==> src/rtl/rmii_tx_pkg.sv <==
`timescale 1ns/1ps
package rmii_tx_pkg;

  typedef enum logic [2:0] {
    ST_IDLE,
    ST_PRE,
    ST_DATA,
    ST_FCS,
    ST_END,
    ST_DRAIN
  } tx_state_e;

  localparam int          CRC_W       = 32;
  localparam logic [31:0] CRC_POLY    = 32'hEDB8_8320;
  localparam logic [31:0] CRC_PRESET  = 32'hFFFF_FFFF;
  localparam logic [7:0]  PRE_BYTE    = 8'h55;
  localparam logic [7:0]  SFD_BYTE    = 8'hD5;
  localparam int          PRE_BYTES   = 8;
  localparam int          FCS_BYTES   = 4;

endpackage

==> src/rtl/rmii_crc32_dibit.sv <==
`timescale 1ns/1ps
module rmii_crc32_dibit
  import rmii_tx_pkg::*;
#(
  parameter int DW = 2
) (
  input  logic          clk_i,
  input  logic          rst_ni,
  input  logic          init_i,
  input  logic          valid_i,
  input  logic          shift_i,
  input  logic [DW-1:0] dibit_i,
  output logic [DW-1:0] fcs_dibit_o
);

  logic [CRC_W-1:0]         crc_q;
  logic [DW:0][CRC_W-1:0]   stage;

  assign stage[0] = crc_q;

  // one reflected LFSR step per input bit, bit 0 first
  for (genvar g = 0; g < DW; g++) begin : g_step
    assign stage[g+1] = {1'b0, stage[g][CRC_W-1:1]}
                      ^ ({CRC_W{stage[g][0] ^ dibit_i[g]}} & CRC_POLY);
  end

  always_ff @(posedge clk_i or negedge rst_ni) begin
    if (!rst_ni)      crc_q <= CRC_PRESET;
    else if (init_i)  crc_q <= CRC_PRESET;
    else if (valid_i) crc_q <= stage[DW];
    else if (shift_i) crc_q <= {{DW{1'b1}}, crc_q[CRC_W-1:DW]};
  end

  // low remainder bit goes to lane 0
  assign fcs_dibit_o = ~crc_q[DW-1:0];

  assert_fcs_freeze_R7: assert property (@(posedge clk_i) disable iff (!rst_ni)
    !(valid_i && shift_i));

  assert_init_exclusive_R7: assert property (@(posedge clk_i) disable iff (!rst_ni)
    init_i |-> !shift_i);

endmodule

==> src/rtl/rmii_tx_launch.sv <==
`timescale 1ns/1ps
module rmii_tx_launch #(
  parameter int DW   = 2,
  parameter int PH_W = 2
) (
  input  logic            clk_i,
  input  logic            rst_ni,
  input  logic            load_phase_i,
  input  logic [PH_W-1:0] phase_i,
  input  logic [DW-1:0]   dibit_i,
  input  logic            en_i,
  output logic            tick_o,
  output logic            ref_clk_o,
  output logic [DW-1:0]   txd_o,
  output logic            tx_en_o
);

  localparam int RATIO   = 1 << PH_W;
  localparam int TICK_PH = RATIO - 2;

  logic [PH_W-1:0] ph_cnt_q;
  logic [PH_W-1:0] phase_q;
  logic [PH_W-1:0] cap_ph;

  always_ff @(posedge clk_i or negedge rst_ni) begin
    if (!rst_ni) ph_cnt_q <= '0;
    else         ph_cnt_q <= ph_cnt_q + PH_W'(1);
  end

  always_ff @(posedge clk_i or negedge rst_ni) begin
    if (!rst_ni)           phase_q <= '0;
    else if (load_phase_i) phase_q <= phase_i;
  end

  assign tick_o    = (ph_cnt_q == PH_W'(TICK_PH));
  assign ref_clk_o = (ph_cnt_q < PH_W'(RATIO / 2));
  // sequencer output is stable from TICK_PH+1 for RATIO cycles
  assign cap_ph    = phase_q + PH_W'(RATIO - 1);

  always_ff @(posedge clk_i or negedge rst_ni) begin
    if (!rst_ni) begin
      txd_o   <= '0;
      tx_en_o <= 1'b0;
    end else if (ph_cnt_q == cap_ph) begin
      txd_o   <= en_i ? dibit_i : '0;
      tx_en_o <= en_i;
    end
  end

  assert_launch_offset_R8: assert property (@(posedge clk_i) disable iff (!rst_ni)
    !$stable({txd_o, tx_en_o}) |-> (ph_cnt_q == phase_q));

  assert_idle_lines_R9: assert property (@(posedge clk_i) disable iff (!rst_ni)
    !tx_en_o |-> (txd_o == '0));

  assert_ref_high_R2: assert property (@(posedge clk_i) disable iff (!rst_ni)
    $rose(ref_clk_o) |=> ref_clk_o);

  assert_ref_low_R2: assert property (@(posedge clk_i) disable iff (!rst_ni)
    $fell(ref_clk_o) |=> !ref_clk_o);

endmodule

==> src/rtl/rmii_tx_seq.sv <==
`timescale 1ns/1ps
module rmii_tx_seq
  import rmii_tx_pkg::*;
#(
  parameter int LEN_W = 11,
  parameter int DW    = 2
) (
  input  logic             clk_i,
  input  logic             rst_ni,
  input  logic             tick_i,
  input  logic             start_i,
  input  logic [LEN_W-1:0] len_i,
  input  logic             line_en_i,
  output logic [LEN_W-1:0] rd_addr_o,
  input  logic [7:0]       rd_data_i,
  output logic             crc_init_o,
  output logic             crc_valid_o,
  output logic             crc_shift_o,
  output logic [DW-1:0]    crc_dibit_o,
  input  logic [DW-1:0]    fcs_dibit_i,
  output logic [DW-1:0]    dibit_o,
  output logic             en_o,
  output logic             accept_o,
  output logic             busy_o,
  output logic             done_o
);

  localparam int DIB_PER_BYTE = 8 / DW;
  localparam int DIB_W        = $clog2(DIB_PER_BYTE);
  localparam int PRE_DIBITS   = PRE_BYTES * DIB_PER_BYTE;
  localparam int FCS_DIBITS   = FCS_BYTES * DIB_PER_BYTE;
  localparam int CNT_W        = $clog2(PRE_DIBITS);

  localparam logic [CNT_W-1:0] PRE_LAST = CNT_W'(PRE_DIBITS - 1);
  localparam logic [CNT_W-1:0] FCS_LAST = CNT_W'(FCS_DIBITS - 1);
  localparam logic [DIB_W-1:0] DIB_LAST = DIB_W'(DIB_PER_BYTE - 1);

  tx_state_e        state_q;
  logic [CNT_W-1:0] cnt_q;
  logic [LEN_W-1:0] addr_q;
  logic [LEN_W-1:0] npay_q;
  logic [7:0]       cur_byte_q;
  logic [DW-1:0]    dibit_q;
  logic             en_q;
  logic             done_q;

  logic [DIB_W-1:0] dib_idx;
  logic [7:0]       pre_byte;
  logic [7:0]       data_byte;
  logic [DW-1:0]    pre_dibit;
  logic [DW-1:0]    data_dibit;
  logic             accept;

  assign dib_idx    = cnt_q[DIB_W-1:0];
  assign pre_byte   = (cnt_q[CNT_W-1:DIB_W] == (CNT_W-DIB_W)'(PRE_BYTES - 1)) ? SFD_BYTE : PRE_BYTE;
  assign pre_dibit  = pre_byte[dib_idx*DW +: DW];
  // first dibit of a byte comes straight from the buffer
  assign data_byte  = (dib_idx == '0) ? rd_data_i : cur_byte_q;
  assign data_dibit = data_byte[dib_idx*DW +: DW];
  assign accept     = (state_q == ST_IDLE) && start_i;

  always_ff @(posedge clk_i or negedge rst_ni) begin
    if (!rst_ni) begin
      state_q    <= ST_IDLE;
      cnt_q      <= '0;
      addr_q     <= '0;
      npay_q     <= '0;
      cur_byte_q <= '0;
      dibit_q    <= '0;
      en_q       <= 1'b0;
      done_q     <= 1'b0;
    end else begin
      done_q <= 1'b0;
      unique case (state_q)
        ST_IDLE: if (start_i) begin
          npay_q  <= (len_i == '0) ? '0 : len_i - LEN_W'(1);
          addr_q  <= '0;
          cnt_q   <= '0;
          state_q <= ST_PRE;
        end
        ST_PRE: if (tick_i) begin
          dibit_q <= pre_dibit;
          en_q    <= 1'b1;
          cnt_q   <= cnt_q + CNT_W'(1);
          if (cnt_q == PRE_LAST) begin
            cnt_q   <= '0;
            state_q <= (npay_q == '0) ? ST_FCS : ST_DATA;
          end
        end
        ST_DATA: if (tick_i) begin
          dibit_q <= data_dibit;
          cnt_q   <= cnt_q + CNT_W'(1);
          if (dib_idx == '0) begin
            cur_byte_q <= rd_data_i;
            addr_q     <= addr_q + LEN_W'(1);
          end
          if (dib_idx == DIB_LAST) begin
            cnt_q <= '0;
            if (addr_q == npay_q) state_q <= ST_FCS;
          end
        end
        ST_FCS: if (tick_i) begin
          dibit_q <= fcs_dibit_i;
          cnt_q   <= cnt_q + CNT_W'(1);
          if (cnt_q == FCS_LAST) begin
            cnt_q   <= '0;
            state_q <= ST_END;
          end
        end
        ST_END: if (tick_i) begin
          dibit_q <= '0;
          en_q    <= 1'b0;
          state_q <= ST_DRAIN;
        end
        ST_DRAIN: if (!line_en_i) begin
          done_q  <= 1'b1;
          state_q <= ST_IDLE;
        end
        default: state_q <= ST_IDLE;
      endcase
    end
  end

  assign rd_addr_o   = addr_q;
  assign crc_init_o  = accept;
  assign crc_valid_o = tick_i && (state_q == ST_DATA);
  assign crc_shift_o = tick_i && (state_q == ST_FCS);
  assign crc_dibit_o = data_dibit;
  assign dibit_o     = dibit_q;
  assign en_o        = en_q;
  assign accept_o    = accept;
  assign busy_o      = (state_q != ST_IDLE);
  assign done_o      = done_q;

  assert_payload_count_R5: assert property (@(posedge clk_i) disable iff (!rst_ni)
    (state_q == ST_FCS && $past(state_q) == ST_DATA) |-> (addr_q == npay_q));

  assert_start_ignored_R3: assert property (@(posedge clk_i) disable iff (!rst_ni)
    (busy_o && start_i) |=> $stable(npay_q));

  assert_done_single_R10: assert property (@(posedge clk_i) disable iff (!rst_ni)
    done_o |=> !done_o);

  assert_done_after_fall_R10: assert property (@(posedge clk_i) disable iff (!rst_ni)
    done_o |-> !line_en_i);

endmodule

==> src/rtl/rmii_frame_tx.sv <==
`timescale 1ns/1ps
module rmii_frame_tx #(
  parameter int LEN_W = 11
) (
  input  logic             clk_i,
  input  logic             rst_ni,
  input  logic             start_i,
  input  logic [LEN_W-1:0] len_i,
  input  logic [1:0]       phase_i,
  output logic [LEN_W-1:0] rd_addr_o,
  input  logic [7:0]       rd_data_i,
  output logic             ref_clk_o,
  output logic [1:0]       txd_o,
  output logic             tx_en_o,
  output logic             busy_o,
  output logic             done_o
);

  localparam int DW   = 2;
  localparam int PH_W = 2;

  logic          tick;
  logic          accept;
  logic          crc_init;
  logic          crc_valid;
  logic          crc_shift;
  logic [DW-1:0] crc_dibit;
  logic [DW-1:0] fcs_dibit;
  logic [DW-1:0] seq_dibit;
  logic          seq_en;

  rmii_tx_seq #(
    .LEN_W (LEN_W),
    .DW    (DW)
  ) u_seq (
    .clk_i       (clk_i),
    .rst_ni      (rst_ni),
    .tick_i      (tick),
    .start_i     (start_i),
    .len_i       (len_i),
    .line_en_i   (tx_en_o),
    .rd_addr_o   (rd_addr_o),
    .rd_data_i   (rd_data_i),
    .crc_init_o  (crc_init),
    .crc_valid_o (crc_valid),
    .crc_shift_o (crc_shift),
    .crc_dibit_o (crc_dibit),
    .fcs_dibit_i (fcs_dibit),
    .dibit_o     (seq_dibit),
    .en_o        (seq_en),
    .accept_o    (accept),
    .busy_o      (busy_o),
    .done_o      (done_o)
  );

  rmii_crc32_dibit #(
    .DW (DW)
  ) u_crc (
    .clk_i       (clk_i),
    .rst_ni      (rst_ni),
    .init_i      (crc_init),
    .valid_i     (crc_valid),
    .shift_i     (crc_shift),
    .dibit_i     (crc_dibit),
    .fcs_dibit_o (fcs_dibit)
  );

  rmii_tx_launch #(
    .DW   (DW),
    .PH_W (PH_W)
  ) u_launch (
    .clk_i        (clk_i),
    .rst_ni       (rst_ni),
    .load_phase_i (accept),
    .phase_i      (phase_i),
    .dibit_i      (seq_dibit),
    .en_i         (seq_en),
    .tick_o       (tick),
    .ref_clk_o    (ref_clk_o),
    .txd_o        (txd_o),
    .tx_en_o      (tx_en_o)
  );

endmodule

==> config.mk <==
export PLATFORM = sky130hd
export DESIGN_NAME = rmii_frame_tx
export DESIGN_NICKNAME = d
export VERILOG_FILES = /design/src/rtl/rmii_tx_pkg.sv /design/src/rtl/rmii_crc32_dibit.sv /design/src/rtl/rmii_tx_launch.sv /design/src/rtl/rmii_tx_seq.sv /design/src/rtl/rmii_frame_tx.sv
export SDC_FILE = /design/constraint.sdc
export NUM_CORES = 1
export LEC_CHECK = 0
export BUFFER_PORTS_ARGS = -buffer_cell sky130_fd_sc_hd__buf_2
export CAP_MARGIN = 20
export CORE_MARGIN = 10
export CORE_UTILIZATION = 40
export DETAILED_ROUTE_END_ITERATION = 8
export PLACE_DENSITY_LB_ADDON = 0.05
export SYNTH_ARGS = -nofsm -noshare
export SYNTH_HDL_FRONTEND = slang
export SYNTH_HIERARCHICAL = 1
export SYNTH_SLANG_ARGS = --single-unit
==> constraint.sdc <==
create_clock -name clk_i -period 3.7 [get_ports clk_i]
set_clock_uncertainty 0.15 [all_clocks]
set_input_delay 0.555 -clock clk_i [delete_from_list [all_inputs] [get_ports clk_i]]
set_output_delay 0.555 -clock clk_i [all_outputs]
set_load 0.05 [all_outputs]
# == Word level (Yosys, flattened, before mapping) ==
# Cells that the tools add are included.
# op_classes
n_addsub,5
magnitude_cmp,1
n_eq_ne,23
shifts,2
muxes,41
bitwise_logic,5
reduce_logical,20
# ops
operator,n
32-bit two-way mux,3
31-bit by 32-bit XOR with 32-bit output,2
11-bit two-way mux,4
5-bit two-way mux,7
3-bit two-way mux,10
11-bit zero test,2
11-bit one-hot mux with 2 select lines,1
5-bit one-hot mux with 4 select lines,1
2-bit by 1-bit != test with 1-bit output (second input constant),9
3-bit one-hot mux with 6 select lines,1
8-bit two-way mux,2
8-bit by 4-bit indexed part select with 2-bit output,2
11-bit by 1-bit adder with 11-bit output (second input constant),1
11-bit equality test,1
11-bit by 1-bit subtractor with 11-bit output (second input constant),1
2-bit two-way mux,5
10-bit AND reduction,1
5-bit AND reduction,2
3-bit equality test (second input constant),3
2-bit one-hot mux with 4 select lines,1
4-bit nonzero test,2
3-bit by 2-bit equality test with 1-bit output (second input constant),2
3-bit nonzero test,2
5-bit by 1-bit adder with 5-bit output (second input constant),1
20 further kinds,31
# word_totals
register_bits,81
in_bits,24

# == Longest topological paths before layout ==
# Gate-level depths: netlist of the first run.
# depth
word_depth,9
mapped_depth,12
ltp_nobuf,9

# == Hierarchy ==
# The synthesis of the first run kept the hierarchy.
# modules_own_cells
mod,n_inst,cells_each,area_each_um2,seq_area_each_um2
rmii_tx_seq,1,272,2512.4,1051.0
rmii_crc32_dibit,1,158,1585.3,840.8
rmii_tx_launch,1,24,309.0,175.2

# == Worst setup path before layout of the first run ==
# Ideal clock, no wire load.
# synth_timing
path_type,reg2reg
startpoint,register u_seq.cnt_q[0]
endpoint,register u_crc.crc_q[5]
setup_ns,0.082
arrival_ns,2.462
setup_slack_ns,1.006
stages_incl_launch_ff,13
path_buffers,3
synth_period_minus_slack_ns,2.694
cell_sequence,dfrtp_1 clkbuf_1 inv_1 ha_1 buf_2 mux4_2 nand2_1 nand2_1 xnor2_2 nand2b_1 clkbuf_1 xor2_1 a21oi_1
# synth_via
elab_chain_cells,7
# synth_rtl
element,line_no,source
start: declaration,rmii_tx_seq.sv:39,logic [CNT_W-1:0] cnt_q;
start signal: assignment,rmii_tx_seq.sv:84,cnt_q <= cnt_q + CNT_W'(1);
start signal: assignment,rmii_tx_seq.sv:92,cnt_q <= cnt_q + CNT_W'(1);
start signal: assignment,rmii_tx_seq.sv:104,cnt_q <= cnt_q + CNT_W'(1);
2-bit zero test,rmii_tx_seq.sv:58,assign data_byte = (dib_idx == '0) ? rd_data_i : cur_byte_q;
8-bit two-way mux,-,
8-bit by 4-bit indexed part select with 2-bit output (*),rmii_tx_seq.sv:59,assign data_dibit = data_byte[dib_idx*DW +: DW];
via crc_dibit[1],rmii_frame_tx.sv:27,logic [DW-1:0] crc_dibit;
1-bit XOR (*),rmii_crc32_dibit.sv:24,^ ({CRC_W{stage[g][0] ^ dibit_i[g]}} & CRC_POLY);
31-bit by 32-bit XOR with 32-bit output (*),rmii_crc32_dibit.sv:24,
32-bit two-way mux (*),rmii_crc32_dibit.sv:30,else if (valid_i) crc_q <= stage[DW];
32-bit two-way mux (*),rmii_crc32_dibit.sv:29,else if (init_i) crc_q <= CRC_PRESET;
end signal: assignment,rmii_crc32_dibit.sv:30,
end signal: assignment,rmii_crc32_dibit.sv:31,"else if (shift_i) crc_q <= {{DW{1'b1}}, crc_q[CRC_W-1:DW]};"
end: declaration,rmii_crc32_dibit.sv:16,logic [CRC_W-1:0] crc_q;
# The timed path passes the listed nets; every way through them passes the cells marked *.
# A chain may end at the register's enable or synchronous reset.

# == Worst setup path after layout of the first run ==
# layout_timing
startpoint,register u_seq.cnt_q[0]
endpoint,register u_crc.crc_q[19]
# The elaborated chain is that of the path after synthesis.

==> metrics.txt, run 1 <==
Sink Count 81; YS warnings 6; Power, Total 3.61 mW; #FFs+latches synth 81; Worst Tran Pin Value 0.797 ns; synth top area cells dfrtp_1, dfstp_2, xor2_1, nor2_1, nand2_1; Post-CTS Setup Bufs 0; H-tree depth 3; Slew HR 0.465; Tmin final 3.16 ns; Critical Path AT 3.27 ns; max_cap viols 0; Total Routing Usage GR 0.129; PortBufs 40; Post-Synthesis Cell Area 4410 µm²; post-synthesis net count 487; TNS Setup 0 ns; initial antenna violation count 0; CP Launch Type register; Layout Area Growth over Synthesis 11.5%; Mapped Cells 454; Worst EP required 3.81 ns; top cells by instance count after synthesis nor2_1, dfrtp_1, nand2_1, dfstp_2; WL per Instance 16.0 µm; die width 125 µm; Fin. Hold Viols 0; most common cell in the netlist nor2_1; total CTS buffers 9; maximum vdd drop 324 µV; nets 523; DR WL met3 379 µm; Hold Crit Class primary input to register; fin cells 635; global route overflow 0; max layer used met4; first-pass GRT wire length 16900 µm; clock root buffer clkbuf_8; nature of the critical path endpoint register; Initial Util 0.408; Cell Pwr Density 734 nW/µm²; Die Height 125 µm; critical path class register to register; worst skew pair latency 0.36 ns; ANT cells 0; die area 15600 µm²; Slew Viols, Final 0; Yosys cell types 52; Place WS 0.552 ns; placed cell count 618; I/O pin cnt 41; DP HPWL 7320 µm; Worst R2R Setup Slack 0.54 ns; ys async rst share 1.00; post-route setup slack 0.539 ns; largest area contributor in the netlist dfrtp_1; Routed Antenna Nets 0; run status finished clean; Final period util 0.854; area share of the largest cell type after synthesis 0.278; violation count after the first detailed-routing iteration 169; TritonCTS clock tree built; vias per cell 5.18; Post-synth EDFFs 0; Avg Inst Size Synth 9.71 µm²; number of iterations in the first detailed-routing pass 6; Max Freq 0.316 GHz; Seq/Total Area, Yosys 0.469; # DRC 0; largest net degree at the start of global routing 35; CTS clk-pin slew, worst paths 0.08 ns; M1 WL 5280 µm; final setup fails 0; number of global-route vias before repair 3310; DR vias 3288; Met2 Wirelength 4340 µm; GPL Wtd Cong 0.814; fraction of layout cells with a size suffix above 1 0.236; largest fanout on the critical path 11; clock buffer depth 2; Core Box Area 10800 µm²; Detailed Route WL 10100 µm; RSZ-0062 raised after global routing false; Rows 38; leakage 2.14 nW; Most used DFF post-synth dfrtp_1; post_cts resized 0
-- metal layers --
| layer | vias up | GRT usage |
|---|---|---|
| met4 | 0 | 0.0481 |
| met1 | 1590 | 0.184 |
| met2 | 61 | 0.188 |
| met3 | 11 | 0.0262 |
| li1 | 1626 | - |
| met5 | - | 0 |
-- layout make-up --
class / instances / area (µm²)
multi-input combinational: 327 / 2120
clock buffer: 11 / 141
clock inverter: 5 / 55.1
inverter: 22 / 82.6
sequential: 81 / 2070
tap: 140 / 175
fill: 1047 / 5880
timing repair buffer: 49 / 273
-- cell usage in the layout, fill, tap and decap left out, types with 3 or more instances in the layout --
master and count:
nor3_1 15, and3_1 7, mux4_2 4, nand3_1 13, clkbuf_8 10, xnor2_1 13, mux2_2 10, nor2_1 53
inv_1 22, a21o_1 4, dfstp_2 32, buf_4 9, o31ai_1 5, xor2_1 30, nand2b_1 5, a21oi_1 30
nor4_1 12, o21ai_1 3, dfrtp_1 49, nand2_1 43, a211oi_1 5, o21ai_0 23, mux2i_1 9, ha_1 9
buf_2 39
-- logic make-up (layout without fill, tap and decap cells) --
family / count (synthesis) / after routing / share of synthesized area
adders and majority gates: 9 / 9 / 0.0256
xor gates and xnor gates: 45 / 45 / 0.0928
DFF: 81 / 81 / 0.469
muxes: 25 / 25 / 0.0730
buffers and inverters: 46 / 87 / 0.0500
and+or+nand+nor: 166 / 166 / 0.179
AOI/OAI and AO/OA: 82 / 82 / 0.111
-- flip-flops by register name, indices dropped and copies added (netlist names) --
signal             flops
u_crc/crc_q           32
u_launch/ph_cnt_q      2
u_launch/phase_q       2
u_launch/tx_en_o       1
u_launch/txd_o         2
u_seq/cnt_q            5
u_seq/cur_byte_q       8
u_seq/dibit_o          2
u_seq/done_o           1
u_seq/en_o             1
u_seq/npay_q          11
u_seq/rd_addr_o       11
u_seq/state_q          3
-- critical path, stage by stage (launching register included) --
cell      delay [ns]
dfrtp_1         0.51
inv_1           0.10
ha_1            0.36
mux4_2          0.56
nand2_1         0.09
nand2_1         0.11
xnor2_2         0.20
xnor2_1         0.65
nor3_1          0.11
a211oi_1        0.23
-- timing repair --
action | CTS | global route
hold buffers | 1 | 0
endpoints found under the hold margin | 17 | 0
setup endpoints to repair | 0 | 0
-- final timing paths --
kind                                      start                    to  cells after the start
max reg2reg                      u_seq/cnt_q[0]       u_crc/crc_q[19]                      9
min in group asynchronous                rst_ni        u_seq/cnt_q[4]                      2
max in group asynchronous                rst_ni       u_crc/crc_q[11]                      3
min                                    len_i[0]       u_seq/npay_q[0]                      2
max                              u_seq/cnt_q[0]       u_crc/crc_q[19]                      9
min reg2reg                u_launch/ph_cnt_q[0]  u_launch/ph_cnt_q[0]                      1
-- per-stage QoR --
stage,cell area [µm²],util,hold WS (ns)
after floorplan,4410,-,0.109
after global placement,4710,0.436,0.284
after detailed placement,4710,0.436,0.298
after CTS,4910,0.455,0.258
after global routing,4910,0.455,0.282
final,4910,0.455,0.279
-- where the power goes --
part / total [mW] / leakage [nW] / switching [mW] / internal [mW]
clock: 0.657 / 0.0953 / 0.329 / 0.328
combinational: 1.41 / 1.08 / 0.864 / 0.550
sequential: 1.54 / 0.963 / 0.286 / 1.25
Note: power is estimated with default switching activity, not from simulation.
==> run 2, diff against run 1 <==
--- a/config.mk
+++ b/config.mk
@@ -9,7 +9,9 @@
 export CAP_MARGIN = 20
 export CORE_MARGIN = 10
 export CORE_UTILIZATION = 40
+export CTS_CLUSTER_SIZE = 28
 export DETAILED_ROUTE_END_ITERATION = 8
+export GPL_TIMING_DRIVEN = 0
 export PLACE_DENSITY_LB_ADDON = 0.05
 export SYNTH_ARGS = -nofsm -noshare
 export SYNTH_HDL_FRONTEND = slang
==> run 2 against run 1 <==
Effect of this change:
- via count is 2.7% higher
- sequential power is 5% lower
- non-clock buffer count is 16 higher
- clock power is 12% higher
- maximum frequency is 3.3% lower
- total power is 6.4% higher
- sequential share of layout area is 1.0 points lower
- largest power group is now combinational cells
==> metrics.txt, run 2 (same netlist as run 1, synthesis figures left out) <==
run status finished clean; Layout Area Growth over Synthesis 14.3%; DP HPWL 7530 µm; GPL Wtd Cong 0.808; I/O pin cnt 41; post_cts resized 0; Slowest-stage cell, CP mux4_2; Worst R2R Setup Slack 0.43 ns; Critical Path AT 3.41 ns; first-pass GRT wire length 17400 µm; r2r startpoint u_seq/cnt_q[0]; Fin. Hold Viols 0; Detailed Route WL 10400 µm; Cell Pwr Density 762 nW/µm²; H-tree depth 3; die area 15600 µm²; register share of total power 0.384; maximum vdd drop 384 µV; critical path class register to register; global route overflow 0; final setup fails 0; max_cap viols 0; Slew Viols, Final 0; Total Routing Usage GR 0.133; combinational power share 0.423; vias per cell 5.19; WL per Instance 16.0 µm; # DRC 0; ANT cells 0; hold slack 0.00167 ns; CTS clk-pin slew, worst paths 0.08 ns; number of global-route vias before repair 3422; fraction of layout cells with a size suffix above 1 0.239; Die Height 125 µm; RSZ-0062 raised after global routing false; nature of the critical path endpoint register; Hold Crit Class primary input to async pin; fin cells 651; crit-path max cell delay 0.44 ns; Slew HR 0.605; nets 539; crit path cell chain clkbuf_1 > inv_1 > ha_1 > buf_2 > mux4_2 > nand2_1 > nand2_1 > xnor2_2 > nand2b_1 > clkbuf_1 > xor2_1 > a21oi_1; number of iterations in the first detailed-routing pass 4; most frequent cells in the layout nor2_1, dfrtp_1, buf_2, nand2_1, dfstp_2; Largest register FFs 32; post-route cell area 5030 µm²; Sw Ratio 0.394; Tmin final 3.27 ns; worst reg-to-reg path cell count 12; Int Power 2.33 mW; TritonCTS clock tree built; CP Launch Type register; Worst EP required 3.84 ns; Buf+Inv Stages, Crit Path 4; PortBufs 40; total CTS buffers 9; TNS Setup 0 ns; Rows 38; CP startpoint u_seq/cnt_q[0]; violation count after the first detailed-routing iteration 119; clock buffer depth 2; DR vias 3377; clock root buffer clkbuf_8; Post-CTS Setup Bufs 0; Clock Power Share 0.193; leakage 2.21 nW; largest net degree at the start of global routing 47; Sink Count 81; placed cell count 635; Max Freq 0.306 GHz; worst reg2reg path endpoint u_crc/crc_q[21]; commonest non-fill, non-tap cell in the layout nor2_1; Routed Antenna Nets 0; switching component of the power 1.51 mW; Post-CTS Hold Buffers 0; initial antenna violation count 0; Core Box Area 10800 µm²; worst skew pair latency 0.36 ns; Worst Tran Pin Value 0.589 ns; die width 125 µm; Final period util 0.883; Initial Util 0.408; Biggest register u_crc/crc_q; CP delay by family, top buffers and inverters; post-placement cell area 4810 µm²; largest fanout on the critical path 9
[run 2: routing by layer]
metal / global-route usage / up-vias / part of all wire
met4: 0.0569 / 0 / 0.018
met5: 0 / - / 0
met1: 0.185 / 1631 / 0.50
met2: 0.197 / 65 / 0.44
met3: 0.0262 / 13 / 0.040
li1: - / 1668 / -
[run 2: final cells by class]
cell class	instances	area [µm²]
buffer	24	138
clock buffer	14	163
clock inverter	2	60.1
fill	1089	5760
inverter	22	82.6
multi-input combinational	327	2120
sequential	81	2070
tap	140	175
timing repair buffer	41	230
[run 2: power groups by stage]
stage | Combinational [mW] | Sequential [mW] | Clock (mW)
after CTS | 1.64 | 1.48 | 0.771
after global placement | 1.60 | 1.49 | 0
after global routing | 1.81 | 1.52 | 0.803
after floorplan | 1.19 | 1.51 | 0
after detailed placement | 1.63 | 1.49 | 0
final | 1.62 | 1.47 | 0.739
[run 2: how the worst max path moves through the flow]
| stage | depth (start not counted) | slack (ns) | endpoint |
|---|---|---|---|
| after CTS | 12 | 0.41 | u_crc/crc_q[21] |
| final | 12 | 0.43 | u_crc/crc_q[21] |
| after floorplan | 12 | 1.01 | u_crc/crc_q[5] |
| after global routing | 12 | 0.14 | u_crc/crc_q[21] |
| after detailed placement | 12 | 0.43 | u_crc/crc_q[21] |
| after global placement | 12 | 0.51 | u_crc/crc_q[24] |
[run 2: through the flow]
step | setup slack [ns] | utilization | power [mW]
floorplan | 1.01 | - | 2.70
global placement | 0.515 | 0.443 | 3.09
detailed placement | 0.430 | 0.446 | 3.12
CTS | 0.414 | 0.466 | 3.88
global route | 0.141 | 0.466 | 4.13
finish | 0.431 | 0.466 | 3.84
==> run 3, diff against run 2 <==
--- a/config.mk
+++ b/config.mk
@@ -5,12 +5,12 @@
 export SDC_FILE = /design/constraint.sdc
 export NUM_CORES = 1
 export LEC_CHECK = 0
-export BUFFER_PORTS_ARGS = -buffer_cell sky130_fd_sc_hd__buf_2
 export CAP_MARGIN = 20
 export CORE_MARGIN = 10
 export CORE_UTILIZATION = 40
 export CTS_CLUSTER_SIZE = 28
 export DETAILED_ROUTE_END_ITERATION = 8
+export DONT_BUFFER_PORTS = 1
 export GPL_TIMING_DRIVEN = 0
 export PLACE_DENSITY_LB_ADDON = 0.05
 export SYNTH_ARGS = -nofsm -noshare
==> run 3 against run 2 <==
Effect of this change:
- via count decreased by 4.1%
- first-iteration DRC count increased by 64%
- die area unchanged
- critical path depth unchanged
- largest power group is now registers
- highest routed layer unchanged
==> metrics.txt, run 3 (same netlist as run 1, synthesis figures left out) <==
number of global-route vias before repair 3145; violation count after the first detailed-routing iteration 195; Slowest-stage cell, CP mux4_2; ANT cells 0; clock root buffer clkbuf_8; multi-input logic area 2120 µm²; vias per cell 5.29; leakage 2.04 nW; Slew Viols, Final 0; Hold Crit Class primary input to register; Fin. Hold Viols 0; Reg area 2070 µm²; PortBufs 0; final setup fails 0; DR vias 3240; Max Freq 0.310 GHz; largest fanout on the critical path 9; GPL Wtd Cong 0.811; CTS clk-pin slew, worst paths 0.08 ns; run status finished clean; worst reg2reg path endpoint u_crc/crc_q[15]; nature of the critical path endpoint register; Routed Antenna Nets 0; maximum vdd drop 300 µV; Slew HR 0.545; initial antenna violation count 0; largest net degree at the start of global routing 82; H-tree depth 3; most frequent cells in the layout nor2_1, dfrtp_1, nand2_1, dfstp_2; hold path endpoint u_seq/npay_q[0]; CP Launch Type register; I/O pin cnt 41; Die Height 125 µm; r2r startpoint u_seq/cnt_q[0]; TritonCTS clock tree built; clock buffer depth 2; Worst Tran Pin Value 0.682 ns; Total Routing Usage GR 0.130; Tmin final 3.22 ns; Layout Area Growth over Synthesis 10.1%; Final period util 0.871; global route overflow 0; CP delay by family, top buffers and inverters; min-delay src len_i[0]; TNS Setup 0 ns; crit-path max cell delay 0.43 ns; Sink Count 81; Cell Pwr Density 786 nW/µm²; crit path cell chain clkbuf_1 > inv_1 > ha_1 > buf_2 > mux4_2 > nand2_1 > nand2_1 > xnor2_2 > nand2b_1 > clkbuf_1 > xor2_1 > a21oi_1; worst skew pair latency 0.37 ns; number of iterations in the first detailed-routing pass 4; WL per Instance 16.5 µm; Power, Total 3.82 mW; Worst EP required 3.84 ns; die area 15600 µm²; WHS Path Cells 1; Rows 38; fraction of layout cells with a size suffix above 1 0.174; critical path class register to register; Detailed Route WL 10100 µm; Initial Util 0.408; commonest non-fill, non-tap cell in the layout nor2_1; first-pass GRT wire length 16900 µm; RSZ-0062 raised after global routing false; total CTS buffers 9; Critical Path AT 3.37 ns; max_cap viols 0; DP HPWL 7150 µm; Buf+Inv Stages, Crit Path 4; die width 125 µm; # DRC 0; Core Box Area 10800 µm²; Worst R2R Setup Slack 0.48 ns; worst reg-to-reg path cell count 12; Largest register FFs 32; Biggest register u_crc/crc_q; nets 500; filler cell count 1068
-- run 3: cell types whose count changed in the layout (fill, tap and decap cells not counted) --
| cell | previous run | this run |
|---|---|---|
| buf_4 | 3 | 2 |
| clkbuf_8 | 11 | 10 |
| buf_2 | 47 | 8 |
| dlygate4sd3_1 | 0 | 1 |
| clkbuf_16 | 0 | 1 |
-- run 3: worst max path at each step --
stage / from / to / slack (ns) / cells after the start
6_report: u_seq/cnt_q[0] / u_crc/crc_q[15] / 0.48 / 12
5_1_grt: u_seq/cnt_q[0] / u_crc/crc_q[15] / 0.24 / 12
4_1_cts: u_seq/cnt_q[0] / u_crc/crc_q[15] / 0.44 / 12
3_5_place_dp: u_seq/cnt_q[0] / u_crc/crc_q[27] / 0.46 / 12
3_3_place_gp: u_seq/cnt_q[0] / u_crc/crc_q[27] / 0.49 / 12
2_1_floorplan: u_seq/cnt_q[0] / u_crc/crc_q[5] / 1.01 / 12
-- run 3: routing by layer --
metal	wire, µm	track usage	share of wire
met1	4990	0.182	0.49
met2	4360	0.185	0.43
met3	610	0.0418	0.060
met4	125	0.0427	0.012
met5	0	0	0
-- run 3: metrics by stage --
stage | util | worst slack [ns] | area [µm²] | hold WS [ns] | instances
2_1_floorplan | - | 1.01 | 4410 | 0.109 | 454
3_3_place_gp | 0.425 | 0.491 | 4580 | 0.113 | 594
3_5_place_dp | 0.425 | 0.458 | 4580 | 0.113 | 594
4_1_cts | 0.450 | 0.438 | 4850 | 0.123 | 612
5_1_grt | 0.450 | 0.243 | 4850 | 0.152 | 612
6_report | 0.450 | 0.476 | 4850 | 0.146 | 612
-- run 3: what timing repair did --
item | 4_1_cts | 5_1_grt
resized for setup | 0 | 0
hold buffers | 2 | 0
endpoints found under the hold margin | 81 | 0
setup buffers | 0 | 0
-- run 3: final cells by class --
type | instances | area share
Buffer | 24 | 0.0284
Clock buffer | 14 | 0.0358
Clock inverter | 2 | 0.0124
Inverter | 22 | 0.0170
Multi-Input combinational cell | 327 | 0.437
Sequential cell | 81 | 0.426
Tap cell | 140 | 0.0361
Timing Repair Buffer | 2 | 0.00773
-- run 3: power by group --
group,switching [mW],leakage [nW],internal [mW]
Sequential,0.308,0.963,1.25
Clock,0.324,0.116,0.441
Combinational,0.867,0.958,0.626
